==> src/rtl/disp_seq.sv <==
module disp_seq #(
  parameter int ADDR_W      = 3,
  parameter int SYNC_STAGES = 2
) (
  input  logic              clk,
  input  logic              rst_n,
  input  logic              seq_rst,
  input  logic [1:0]        mode,
  input  logic              prog_en,
  input  logic              wr_en,
  input  logic [ADDR_W-1:0] wr_addr,
  input  logic [5:0]        wr_data,
  input  logic              holdoff_in,
  input  logic              chop_in,
  output logic [2:0]        chan_sel,
  output logic [1:0]        hdisp,
  output logic              dly_sel
);
  localparam int DEPTH = 1 << ADDR_W;
  localparam logic [1:0] M_EACH = 2'b00, M_PAIR = 2'b01, M_AUTO = 2'b10, M_CHOP = 2'b11;

  logic [5:0]             mem [DEPTH];
  logic [ADDR_W-1:0]      ptr;
  logic [SYNC_STAGES-1:0] ho_sync, ch_sync;
  logic                   ho_prev, ch_prev;
  logic                   div_q, hsel;
  logic                   ho_edge, chop_edge, adv, last;
  logic [5:0]             word;

  assign word      = mem[ptr];
  assign last      = word[0];
  assign ho_edge   = ho_sync[SYNC_STAGES-1] & ~ho_prev;
  assign chop_edge = ch_sync[SYNC_STAGES-1] & ~ch_prev;

  always_comb begin
    unique case (mode)
      M_EACH:  adv = ho_edge;
      M_PAIR:  adv = ho_edge & div_q;
      M_AUTO:  adv = ho_edge & ~hsel;
      default: adv = chop_edge;
    endcase
  end

  logic use_hsel;
  assign use_hsel = (mode == M_AUTO) || (mode == M_CHOP);
  assign chan_sel = word[5:3];
  assign hdisp    = (use_hsel ? hsel : word[2]) ? 2'b01 : 2'b10;
  assign dly_sel  = (mode != M_CHOP) & word[1];

  always_ff @(posedge clk) begin
    if (!rst_n) begin
      for (int i = 0; i < DEPTH; i++) mem[i] <= '0;
      ptr     <= '0;
      ho_sync <= '0;
      ch_sync <= '0;
      ho_prev <= 1'b0;
      ch_prev <= 1'b0;
      div_q   <= 1'b0;
      hsel    <= 1'b1;
    end else begin
      ho_sync <= {ho_sync[SYNC_STAGES-2:0], holdoff_in};
      ch_sync <= {ch_sync[SYNC_STAGES-2:0], chop_in};
      ho_prev <= ho_sync[SYNC_STAGES-1];
      ch_prev <= ch_sync[SYNC_STAGES-1];
      if (wr_en && prog_en) mem[wr_addr] <= wr_data;
      if (seq_rst) begin
        ptr   <= '0;
        div_q <= 1'b0;
        hsel  <= 1'b1;
      end else begin
        if (adv) ptr <= last ? '0 : ptr + 1'b1;
        if (ho_edge && mode == M_PAIR) div_q <= ~div_q;
        if (ho_edge && use_hsel) hsel <= ~hsel;
      end
    end
  end
endmodule

==> config.mk <==
export PLATFORM = sky130hd
export DESIGN_NAME = disp_seq
export DESIGN_NICKNAME = d
export VERILOG_FILES = /design/src/rtl/disp_seq.sv
export SDC_FILE = /design/constraint.sdc
export NUM_CORES = 1
export LEC_CHECK = 0
export BUFFER_PORTS_ARGS = -buffer_cell sky130_fd_sc_hd__buf_4
export CELL_PAD_IN_SITES_DETAIL_PLACEMENT = 1
export CELL_PAD_IN_SITES_GLOBAL_PLACEMENT = 2
export CORE_AREA = 5 5 86 127
export DETAILED_ROUTE_END_ITERATION = 10
export DIE_AREA = 0 0 91 132
export PLACE_DENSITY = 0.71
export SLEW_MARGIN = 20
export SYNTH_ARGS = -nofsm -noshare
export SYNTH_HDL_FRONTEND = slang
export SYNTH_SLANG_ARGS = --single-unit
==> constraint.sdc <==
create_clock -name clk -period 1.8 [get_ports clk]
set_input_delay 0.18 -clock clk [delete_from_list [all_inputs] [get_ports clk]]
set_output_delay 0.18 -clock clk [all_outputs]
set_load 0.05 [all_outputs]
==> key figures, run 1 <==
Route
  – Vias: 1775
  – Detail Route Antenna Nets: 0
  – DRT Pass-1 Iters: 4
  – Routed WL per cell: 18.8 um
  – DR iter-0 viols: 52
  – Drt total wl: 7.04 mm
  – Post-DR vias/cell: 4.75
  – Residual DRC: 0

Floorplanning
  – Initial Util: 29.4%
  – Die Y: 132 um
  – Core area: 9630 um^2
  – Die Area: 12000 um^2
  – Die X: 91 um
  – # rows: 44
  – # IOs: 24

STA
  – Clock Skew: 2.70 ps
  – Worst setup margin: -216 ps
  – Setup TNS: -1240 ps
  – Max-slew violations: 0
  – Max Fclk: 496 MHz
  – Max-slew headroom: 73.0%
  – Hold Slack: 60.5 ps
  – Slew @ Worst Pin: 400 ps
  – Min Tclk post-route: 2020 ps
  – Unrepaired setup endpoints after global routing: yes
  – Period utilization: 112%
  – Final Setup Violations: 11
  – Final Hold Fails: 0

Status
  – Outcome: complete, but fails checks
  – Failing checks: setup timing

Clocking
  – TritonCTS clock tree: done
  – Clk sink count: 62
  – CTS max path bufs: 2
  – CTS Hold Bufs: 0
  – TritonCTS buffer count: 9
  – Clock Latency Late Sink: 330 ps
  – CTS root buf: clkbuf_16
  – Clk slew on worst S/H paths: 50 ps
  – Htree depth: 3

Final layout
  – Multi-input logic area: 1090 um^2
  – FILL cells: 1004
  – Post-layout nets: 277
  – Antenna Cells: 0
  – Storage element area: 1730 um^2
  – Final Util: 38.4%
  – Share of layout cells above drive strength 1: 30.9%
  – Area growth, synth to finish: 30.8%

Synthesis
  – Share of the synthesized area in the top cell type: 51.0%
  – FFs w/ async S/R, synth: 0%
  – Post-synth EDFFs: 48
  – Average cell area after synthesis: 13.9 um^2
  – Count leader, synth: and2_1
  – Prevailing post-synth register cell: edfxtp_1
  – Synth Net Count: 227
  – Synth Instances: 204
  – FF+latch count, synth: 62
  – Post-synthesis sequential area ratio: 60.9%
  – Synth unique cells: 34
  – Synth area leader: edfxtp_1
  – Synth area leaders: edfxtp_1 51%, and2_1 12%, dfxtp_1 9.9%
  – Synthesized cell area: 2830 um^2
  – Yosys warnings: 0
  – Commonest cells in the netlist: 54 x and2_1, 48 x edfxtp_1, 14 x dfxtp_1

Power and ir drop
  – Overall power: 3850 uW
  – Flop pwr share: 42.7%
  – Clock network power share: 50.7%
  – Power per cell area: 1040 nW/um^2
  – Internal cell power: 3060 uW
  – Leak: 0.00134 uW
  – Maximum VDD drop: 627 uV
  – Sw Share: 20.4%
  – Net Switching: 783 uW
  – Combinational share of power: 6.6%

Placement
  – Port-buffer cells: 23
  – DP Wirelength: 5.26 mm
  – Final GP Congestion: 0.754
  – DP Worst Slack: 17.9 ps

GRT
  – GRT overflow: 0
  – Antenna violations before repair: 0
  – Largest net degree at the start of global routing: 16
  – First-pass GRT wire length: 11.1 mm
  – Vias in the first global route: 2050
  – GRT Total Usage: 12.5%

Critical path
  – Critical path buffers and inverters: 3
  – Worst Path Max Fanout: 4
  – Critical Path Max Stage Delay: 510 ps
  – Slowest-stage cell, CP: mux4_2
  – Data required, critical path: 1620 ps
  – Reg2Reg Setup Slack: -40 ps
  – WP data arrival: 1840 ps
  – Crit start category: flip-flop
  – Crit path kind: flip-flop to primary output
  – Top delay family on crit path: multiplexers
  – Crit path capture type: primary output
  – CP Cell Sequence: buf_6 > mux4_2 > mux2i_2 > a21o_4 > inv_4 > buf_6
  – Crit-path most repeated cell: buf_6

Min path
  – HP Class: input port to flip-flop

Run
  – Max-Cap Viols: 0
[path summary, 6_finish.rpt]
| kind | endpoint | depth (start not counted) | from |
|---|---|---|---|
| hold / removal | ch_sync[0] | 2 | chop_in |
| setup reg to reg | flip-flop | 7 | flip-flop |
| setup / recovery | hdisp[0] | 6 | flip-flop |
| hold reg to reg | ho_sync[1] | 1 | ho_sync[0] |
[cell usage in the layout (no fill, tap or decap), types with 5 or more instances in the layout]
master / instances
and2_1: 54
buf_4: 34
buf_6: 8
clkbuf_16: 9
dfxtp_1: 12
edfxtp_1: 48
ha_1: 5
mux4_2: 12
nand2b_1: 6
nor2_1: 10
o21ai_0: 8
[cells by family after synthesis]
| kind of cell | synth area share [%] |
|---|---|
| AND/OR/NAND/NOR | 18.4 |
| multiplexers | 12.3 |
| flip-flops | 60.9 |
| adder cells (fa/ha/maj) | 2.21 |
| XOR/XNOR | 0.310 |
| buffers and inverters | 1.50 |
| AO/OA/AOI/OAI | 4.47 |
[layer usage]
metal | global-route usage [%] | share of wire [%] | routed length [um] | up-vias
met5 | 0 | 0 | 0 | -
met4 | 7.67 | 3.6 | 251 | 0
met3 | 2.34 | 2.0 | 143 | 13
met2 | 23.7 | 59 | 4150 | 30
met1 | 11.9 | 36 | 2500 | 884
li1 | - | - | - | 848
[sequential cells by signal, summed over array words and instances, names as in the netlist, named ones only]
| name | flops |
|---|---|
| mem | 48 |
| ptr | 3 |
| ch_sync | 2 |
| ho_sync | 2 |
| ch_prev | 1 |
| div_q | 1 |
| ho_prev | 1 |
| hsel | 1 |
[stage by stage]
| stage | instance area (um^2) | std cells |
|---|---|---|
| 2_1_floorplan | 2840 | 204 |
| 4_1_cts | 3670 | 373 |
| 3_5_place_dp | 3280 | 355 |
| 3_3_place_gp | 3280 | 355 |
| 6_report | 3700 | 374 |
| 5_1_grt | 3700 | 374 |
[cell type report]
cell class	count	share of cell area [%]
timing repair buffer	44	10.3
multi-input combinational	132	29.4
clock buffer	9	6.09
sequential	62	46.7
inverter	5	0.575
clock inverter	7	3.04
tap	115	3.89
[power groups by stage]
stage	Sequential [uW]	Combinational, uW	Clock (uW)
finish	1640	253	1950
global route	1650	274	2050
CTS	1640	257	2000
detailed placement	1670	244	0
global placement	1670	240	0
floorplan	1650	131	0
[repair_timing]
item,4_1_cts,5_1_grt
pin swaps,2,8
setup endpoints to repair,6,11
setup buffers,2,1
resized for setup,13,4
(Power assumes the default switching activity.)
==> run 2, diff against run 1 <==
--- a/config.mk
+++ b/config.mk
@@ -8,10 +8,11 @@
 export BUFFER_PORTS_ARGS = -buffer_cell sky130_fd_sc_hd__buf_4
 export CELL_PAD_IN_SITES_DETAIL_PLACEMENT = 1
 export CELL_PAD_IN_SITES_GLOBAL_PLACEMENT = 2
-export CORE_AREA = 5 5 86 127
+export CORE_AREA = 5 5 73 109
 export DETAILED_ROUTE_END_ITERATION = 10
-export DIE_AREA = 0 0 91 132
-export PLACE_DENSITY = 0.71
+export DIE_AREA = 0 0 78 114
+export PLACE_DENSITY = 0.9
+export SKIP_LAST_GASP = 1
 export SLEW_MARGIN = 20
 export SYNTH_ARGS = -nofsm -noshare
 export SYNTH_HDL_FRONTEND = slang
==> key figures, run 2 (synthesis gave the netlist of run 1 again) <==
Status
  – Outcome: complete, but fails checks
  – Failing checks: setup timing

Final layout
  – Largest Register: mem
  – Largest regs: mem (48), ptr (3)
  – Post-route cell area: 3450 um^2 (-6.8%)
  – Share of layout cells above drive strength 1: 28.1% (-2.8 points)
  – Max reg flops: 48 (unchanged)
  – Most common cell after layout, fill and taps aside: and2_1
  – Antenna Cells: 0 (unchanged)
  – Most frequent cells in the layout: 54 x and2_1, 48 x edfxtp_1, 28 x buf_4, 13 x dfxtp_1, 12 x mux4_2
  – Post-layout nets: 271 (-2.2%)
  – Area growth, synth to finish: 21.9%
  – FILL cells: 722 (-28%)

Min path
  – Hold Startpoint: holdoff_in
  – Hold Path Depth: 2 (unchanged)
  – HP Class: input port to flip-flop
  – Hold endpoint: ho_sync[0]

STA
  – Max Fclk: 495 MHz (-0.19%)
  – Final Hold Fails: 0 (unchanged)
  – Worst setup margin: -220 ps (-3.83 ps)
  – Max-slew headroom: 72.0% (-1.0 points)
  – Setup TNS: -1120 ps (+117 ps)
  – Clock Skew: 7.60 ps (+4.91 ps)
  – Max-slew violations: 0 (unchanged)
  – Min Tclk post-route: 2020 ps (+3.83 ps)
  – Hold Slack: 49.0 ps (-11.5 ps)
  – Slew @ Worst Pin: 414 ps (+13.7 ps)
  – Unrepaired setup endpoints after global routing: yes
  – Period utilization: 112% (+0.21 points)
  – Final Setup Violations: 6 (-5)

Route
  – Drt total wl: 6.45 mm (-8.4%)
  – Residual DRC: 0 (unchanged)
  – Post-DR vias/cell: 5.28 (+11%)
  – Vias: 1758 (-0.96%)
  – DR iter-0 viols: 89 (+71%)
  – DRT Pass-1 Iters: 4 (unchanged)
  – Detail Route Antenna Nets: 0 (unchanged)
  – Routed WL per cell: 19.4 um (+2.8%)

Critical path
  – CP Cell Sequence: buf_6 > mux4_2 > mux2i_1 > a21o_4 > inv_4 > buf_8
  – Critical path buffers and inverters: 3 (unchanged)
  – Top delay family on crit path: multiplexers
  – R2R depth: 5 (-2)
  – Crit path capture type: primary output
  – Crit path kind: flip-flop to primary output
  – WP data arrival: 1840 ps (about the same)
  – Data required, critical path: 1620 ps (about the same)
  – Slowest-stage cell, CP: mux4_2
  – Critical Path Max Stage Delay: 490 ps (-20 ps)
  – Reg2Reg Setup Slack: 140 ps (+180 ps)
  – Crit start category: flip-flop
  – Worst Path Max Fanout: 4 (unchanged)

GRT
  – Largest net degree at the start of global routing: 18 (+2)
  – GRT overflow: 0 (unchanged)
  – First-pass GRT wire length: 10.3 mm (-7.3%)
  – GRT Total Usage: 15.6% (+3.1 points)
  – Vias in the first global route: 1894 (-7.6%)
  – Antenna violations before repair: 0 (unchanged)

Power and ir drop
  – Power per cell area: 889 nW/um^2 (-14%)
  – Net Switching: 677 uW (-14%)
  – Maximum VDD drop: 372 uV (-41%)
  – Flop pwr share: 53.3% (+11 points)
  – Combinational share of power: 8.0% (+1.4 points)
  – Leak: 0.00124 uW (-7.6%)
  – Internal cell power: 2390 uW (-22%)
  – Clock network power share: 38.7% (-12 points)
  – Overall power: 3060 uW (-20%)
  – Sw Share: 22.1% (+1.7 points)

Clocking
  – Clk sink count: 62 (unchanged)
  – CTS max path bufs: 2 (unchanged)
  – TritonCTS buffer count: 9 (unchanged)
  – Clock Latency Late Sink: 340 ps (about the same)
  – TritonCTS clock tree: done
  – CTS Hold Bufs: 0 (unchanged)
  – Htree depth: 3 (unchanged)
  – CTS root buf: clkbuf_8
  – Clk slew on worst S/H paths: 60 ps (about the same)

Floorplanning
  – # IOs: 24 (unchanged)
  – # rows: 38 (-14%)
  – Initial Util: 40.5% (+11 points)
  – Die X: 78 um (-14%)
  – Die Y: 114 um (-14%)
  – Core area: 6990 um^2 (-27%)
  – Die Area: 8890 um^2 (-26%)

Placement
  – Placed inst area: 3210 um^2 (-2.0%)
  – Port-buffer cells: 23 (unchanged)
  – Final GP Congestion: 0.770 (+2.1%)
  – DP Wirelength: 5.11 mm (-2.8%)
  – DP Worst Slack: 38.0 ps (+20.1 ps)

Run
  – Max-Cap Viols: 0 (unchanged)
==> run 2: changes by cell type in the layout (fill, tap and decap cells not counted), moves of 2 or more <==
cell       delta
mux2_4        -2
clkinv_2      +2
mux2_2        +2
clkbuf_1      +2
buf_4         -6
clkbuf_8     +10
clkinv_1      -2
bufinv_16     -2
clkbuf_16     -9
==> run 2: what timing repair did <==
action	in CTS	in global routing
endpoints found under the setup margin	6	8
setup buffers	0	0
hold endpoints to repair	0	0
gates resized for setup	11	1
pin swaps	1	2
==> run 2: worst max path at each step <==
stage,depth (start not counted),from,endpoint
after floorplan,5,flip-flop,hdisp[0]
after global placement,4,flip-flop,chan_sel[0]
after detailed placement,7,mode[0],ptr[2]
after CTS,6,flip-flop,hdisp[0]
after global routing,6,flip-flop,hdisp[0]
final,6,flip-flop,hdisp[0]
==> run 2: cell type report <==
type                            instances  area [um^2]  area share (%)
Clock inverter                          4         47.5            1.38
Clock buffer                           12          145            4.21
Sequential cell                        62         1730            50.1
Tap cell                               80          100            2.90
Inverter                                5         21.3           0.617
Timing Repair Buffer                   38          335            9.73
Multi-Input combinational cell        132         1070            31.1
==> run 2: routing by layer <==
layer	global-route usage [%]	routed length [um]
met3	3.79	219
met2	28.6	3640
met1	16.7	2450
met5	0	0
met4	6.76	143
==> run 2: power groups by stage <==
stage | registers [uW] | logic [uW] | clock network (uW)
4_1_cts | 1640 | 249 | 1220
5_1_grt | 1640 | 265 | 1280
6_report | 1630 | 245 | 1190
3_5_place_dp | 1670 | 240 | 0
2_1_floorplan | 1650 | 131 | 0
3_3_place_gp | 1660 | 233 | 0
==> run 2: through the flow <==
stage	utilization [%]	cells
2_1_floorplan	-	204
3_5_place_dp	46.0	317
6_report	49.3	333
3_3_place_gp	46.0	317
4_1_cts	49.2	333
5_1_grt	49.3	333
==> run 3, diff against run 2 <==
==> config.mk (replaced) <==
export PLATFORM = sky130hd
export DESIGN_NAME = disp_seq
export DESIGN_NICKNAME = d
export VERILOG_FILES = /design/src/rtl/disp_seq.sv
export SDC_FILE = /design/constraint.sdc
export NUM_CORES = 1
export LEC_CHECK = 0
export BUFFER_PORTS_ARGS = -buffer_cell sky130_fd_sc_hd__buf_4
export CORE_AREA = 5 5 71 106
export DETAILED_ROUTE_END_ITERATION = 10
export DIE_AREA = 0 0 76 111
export PLACE_DENSITY = 0.73
export SKIP_LAST_GASP = 1
export SLEW_MARGIN = 20
export SYNTH_ARGS = -nofsm -noshare
export SYNTH_HDL_FRONTEND = slang
export SYNTH_SLANG_ARGS = --single-unit
export TNS_END_PERCENT = 10
==> key figures, run 3 (synthesis gave the netlist of run 1 again) <==
Route
  – Routed WL per cell: 16.7 um (-14%)
  – Vias: 1711 (-2.7%)
  – DR iter-0 viols: 31 (-65%)
  – Drt total wl: 5.51 mm (-15%)
  – Post-DR vias/cell: 5.20 (-1.5%)
  – Detail Route Antenna Nets: 0 (unchanged)
  – DRT Pass-1 Iters: 4 (unchanged)
  – Residual DRC: 0 (unchanged)

STA
  – Period utilization: 112% (+0.23 points)
  – Max-slew violations: 0 (unchanged)
  – Slew @ Worst Pin: 428 ps (+13.7 ps)
  – Clock Skew: 7.04 ps (-0.557 ps)
  – Unrepaired setup endpoints after global routing: yes
  – Max Fclk: 494 MHz (-0.21%)
  – Setup TNS: -1100 ps (+20.5 ps)
  – Max-slew headroom: 71.1% (-0.93 points)
  – Final Setup Violations: 6 (unchanged)
  – Min Tclk post-route: 2020 ps (+4.20 ps)
  – Hold Slack: 54.7 ps (+5.68 ps)
  – Worst setup margin: -224 ps (-4.20 ps)
  – Final Hold Fails: 0 (unchanged)

Final layout
  – Largest regs: mem (48), ptr (3)
  – Max reg flops: 48 (unchanged)
  – Post-layout nets: 271 (unchanged)
  – Most frequent cells in the layout: 54 x and2_1, 48 x edfxtp_1, 31 x buf_4, 13 x dfxtp_1, 12 x mux4_2
  – Largest Register: mem
  – Share of layout cells above drive strength 1: 28.5% (+0.40 points)
  – Most common cell after layout, fill and taps aside: and2_1
  – Area growth, synth to finish: 21.0%
  – FILL cells: 545 (-25%)
  – Finished Layout Cells: 329 (-1.2%)
  – Antenna Cells: 0 (unchanged)

Clocking
  – CTS max path bufs: 2 (unchanged)
  – TritonCTS clock tree: done
  – Clock Latency Late Sink: 330 ps (about the same)
  – Clk slew on worst S/H paths: 60 ps (about the same)
  – TritonCTS buffer count: 9 (unchanged)
  – CTS root buf: clkbuf_8
  – Htree depth: 3 (unchanged)
  – Clk sink count: 62 (unchanged)
  – CTS Hold Bufs: 0 (unchanged)

Min path
  – HP Class: input port to flip-flop
  – Hold Startpoint: holdoff_in

GRT
  – GRT overflow: 0 (unchanged)
  – Largest net degree at the start of global routing: 18 (unchanged)
  – GRT Total Usage: 14.2% (-1.4 points)
  – Vias in the first global route: 1812 (-4.3%)
  – Antenna violations before repair: 0 (unchanged)
  – First-pass GRT wire length: 9.23 mm (-10%)

Power and ir drop
  – Overall power: 2900 uW (-5.2%)
  – Power per cell area: 849 nW/um^2 (-4.5%)
  – Leak: 0.00123 uW (-0.47%)
  – Maximum VDD drop: 333 uV (-10%)

Floorplanning
  – Core area: 6440 um^2 (-7.8%)
  – Die Area: 8440 um^2 (-5.1%)
  – Die Y: 111 um (-2.6%)
  – # IOs: 24 (unchanged)
  – Initial Util: 43.9% (+3.4 points)
  – # rows: 36 (-5.3%)
  – Die X: 76 um (-2.6%)

Critical path
  – Crit path capture type: primary output
  – WP data arrival: 1840 ps (about the same)
  – Crit start category: flip-flop
  – Data required, critical path: 1620 ps (about the same)
  – Worst Path Max Fanout: 6 (+2)
  – Crit path kind: flip-flop to primary output

Placement
  – Final GP Congestion: 0.773 (+0.36%)
  – Placed Cells: 311 (-1.9%)
  – DP Wirelength: 4.09 mm (-20%)
  – Port-buffer cells: 23 (unchanged)

Status
  – Outcome: complete, but fails checks
  – Failing checks: setup timing

Run
  – Max-Cap Viols: 0 (unchanged)
[run 3: report_power, final]
part	switching, uW	total, uW	internal (uW)
clock	501	1030	530
combinational	133	241	108
sequential	24.7	1630	1610
total	659	2900	2250
[run 3: worst paths after layout]
check	end	slack (ps)	depth (start not counted)
max	hdisp[0]	-220	6
min	ho_sync[0]	50	2
max reg2reg	flip-flop	30	6
min reg2reg	ho_sync[1]	440	1
[run 3: layout make-up]
| cell class | count | area, um^2 | share of cell area (%) |
|---|---|---|---|
| clock buffer | 12 | 145 | 4.24 |
| clock inverter | 4 | 22.5 | 0.658 |
| inverter | 5 | 21.3 | 0.622 |
| multi-input combinational | 132 | 1080 | 31.5 |
| sequential | 62 | 1730 | 50.4 |
| tap | 76 | 95.1 | 2.78 |
| timing repair buffer | 38 | 333 | 9.73 |
[run 3: what timing repair did]
| action | CTS | global route |
|---|---|---|
| setup endpoints to repair | 6 | 12 |
| pin swaps | 1 | 2 |
| setup buffers | 2 | 0 |
| gates cloned | 1 | 0 |
| hold endpoints to repair | 0 | 0 |
| gates resized for setup | 11 | 0 |
[run 3: critical path: stages, from the launching register on]
cell	delay (ps)
dfxtp_4	370
buf_12	130
mux4_2	500
mux2i_2	180
a21o_4	160
inv_4	30
buf_6	140
[run 3: stage by stage]
stage,utilization [%],cell area (um^2),setup slack (ps)
global route,53.1,3420,-292
floorplan,-,2840,9.12
detailed placement,49.6,3190,66.6
CTS,53.5,3450,-260
finish,53.1,3420,-224
global placement,49.6,3190,65.8
[run 3: layer usage]
layer | GRT usage (%) | up-vias | wire length [um] | share of wire (%)
met2 | 25.1 | 45 | 3020 | 55
met1 | 15.2 | 820 | 2170 | 39
met4 | 7.48 | 0 | 144 | 2.6
met3 | 3.82 | 10 | 178 | 3.2
li1 | - | 836 | - | -
met5 | 0 | - | 0 | 0
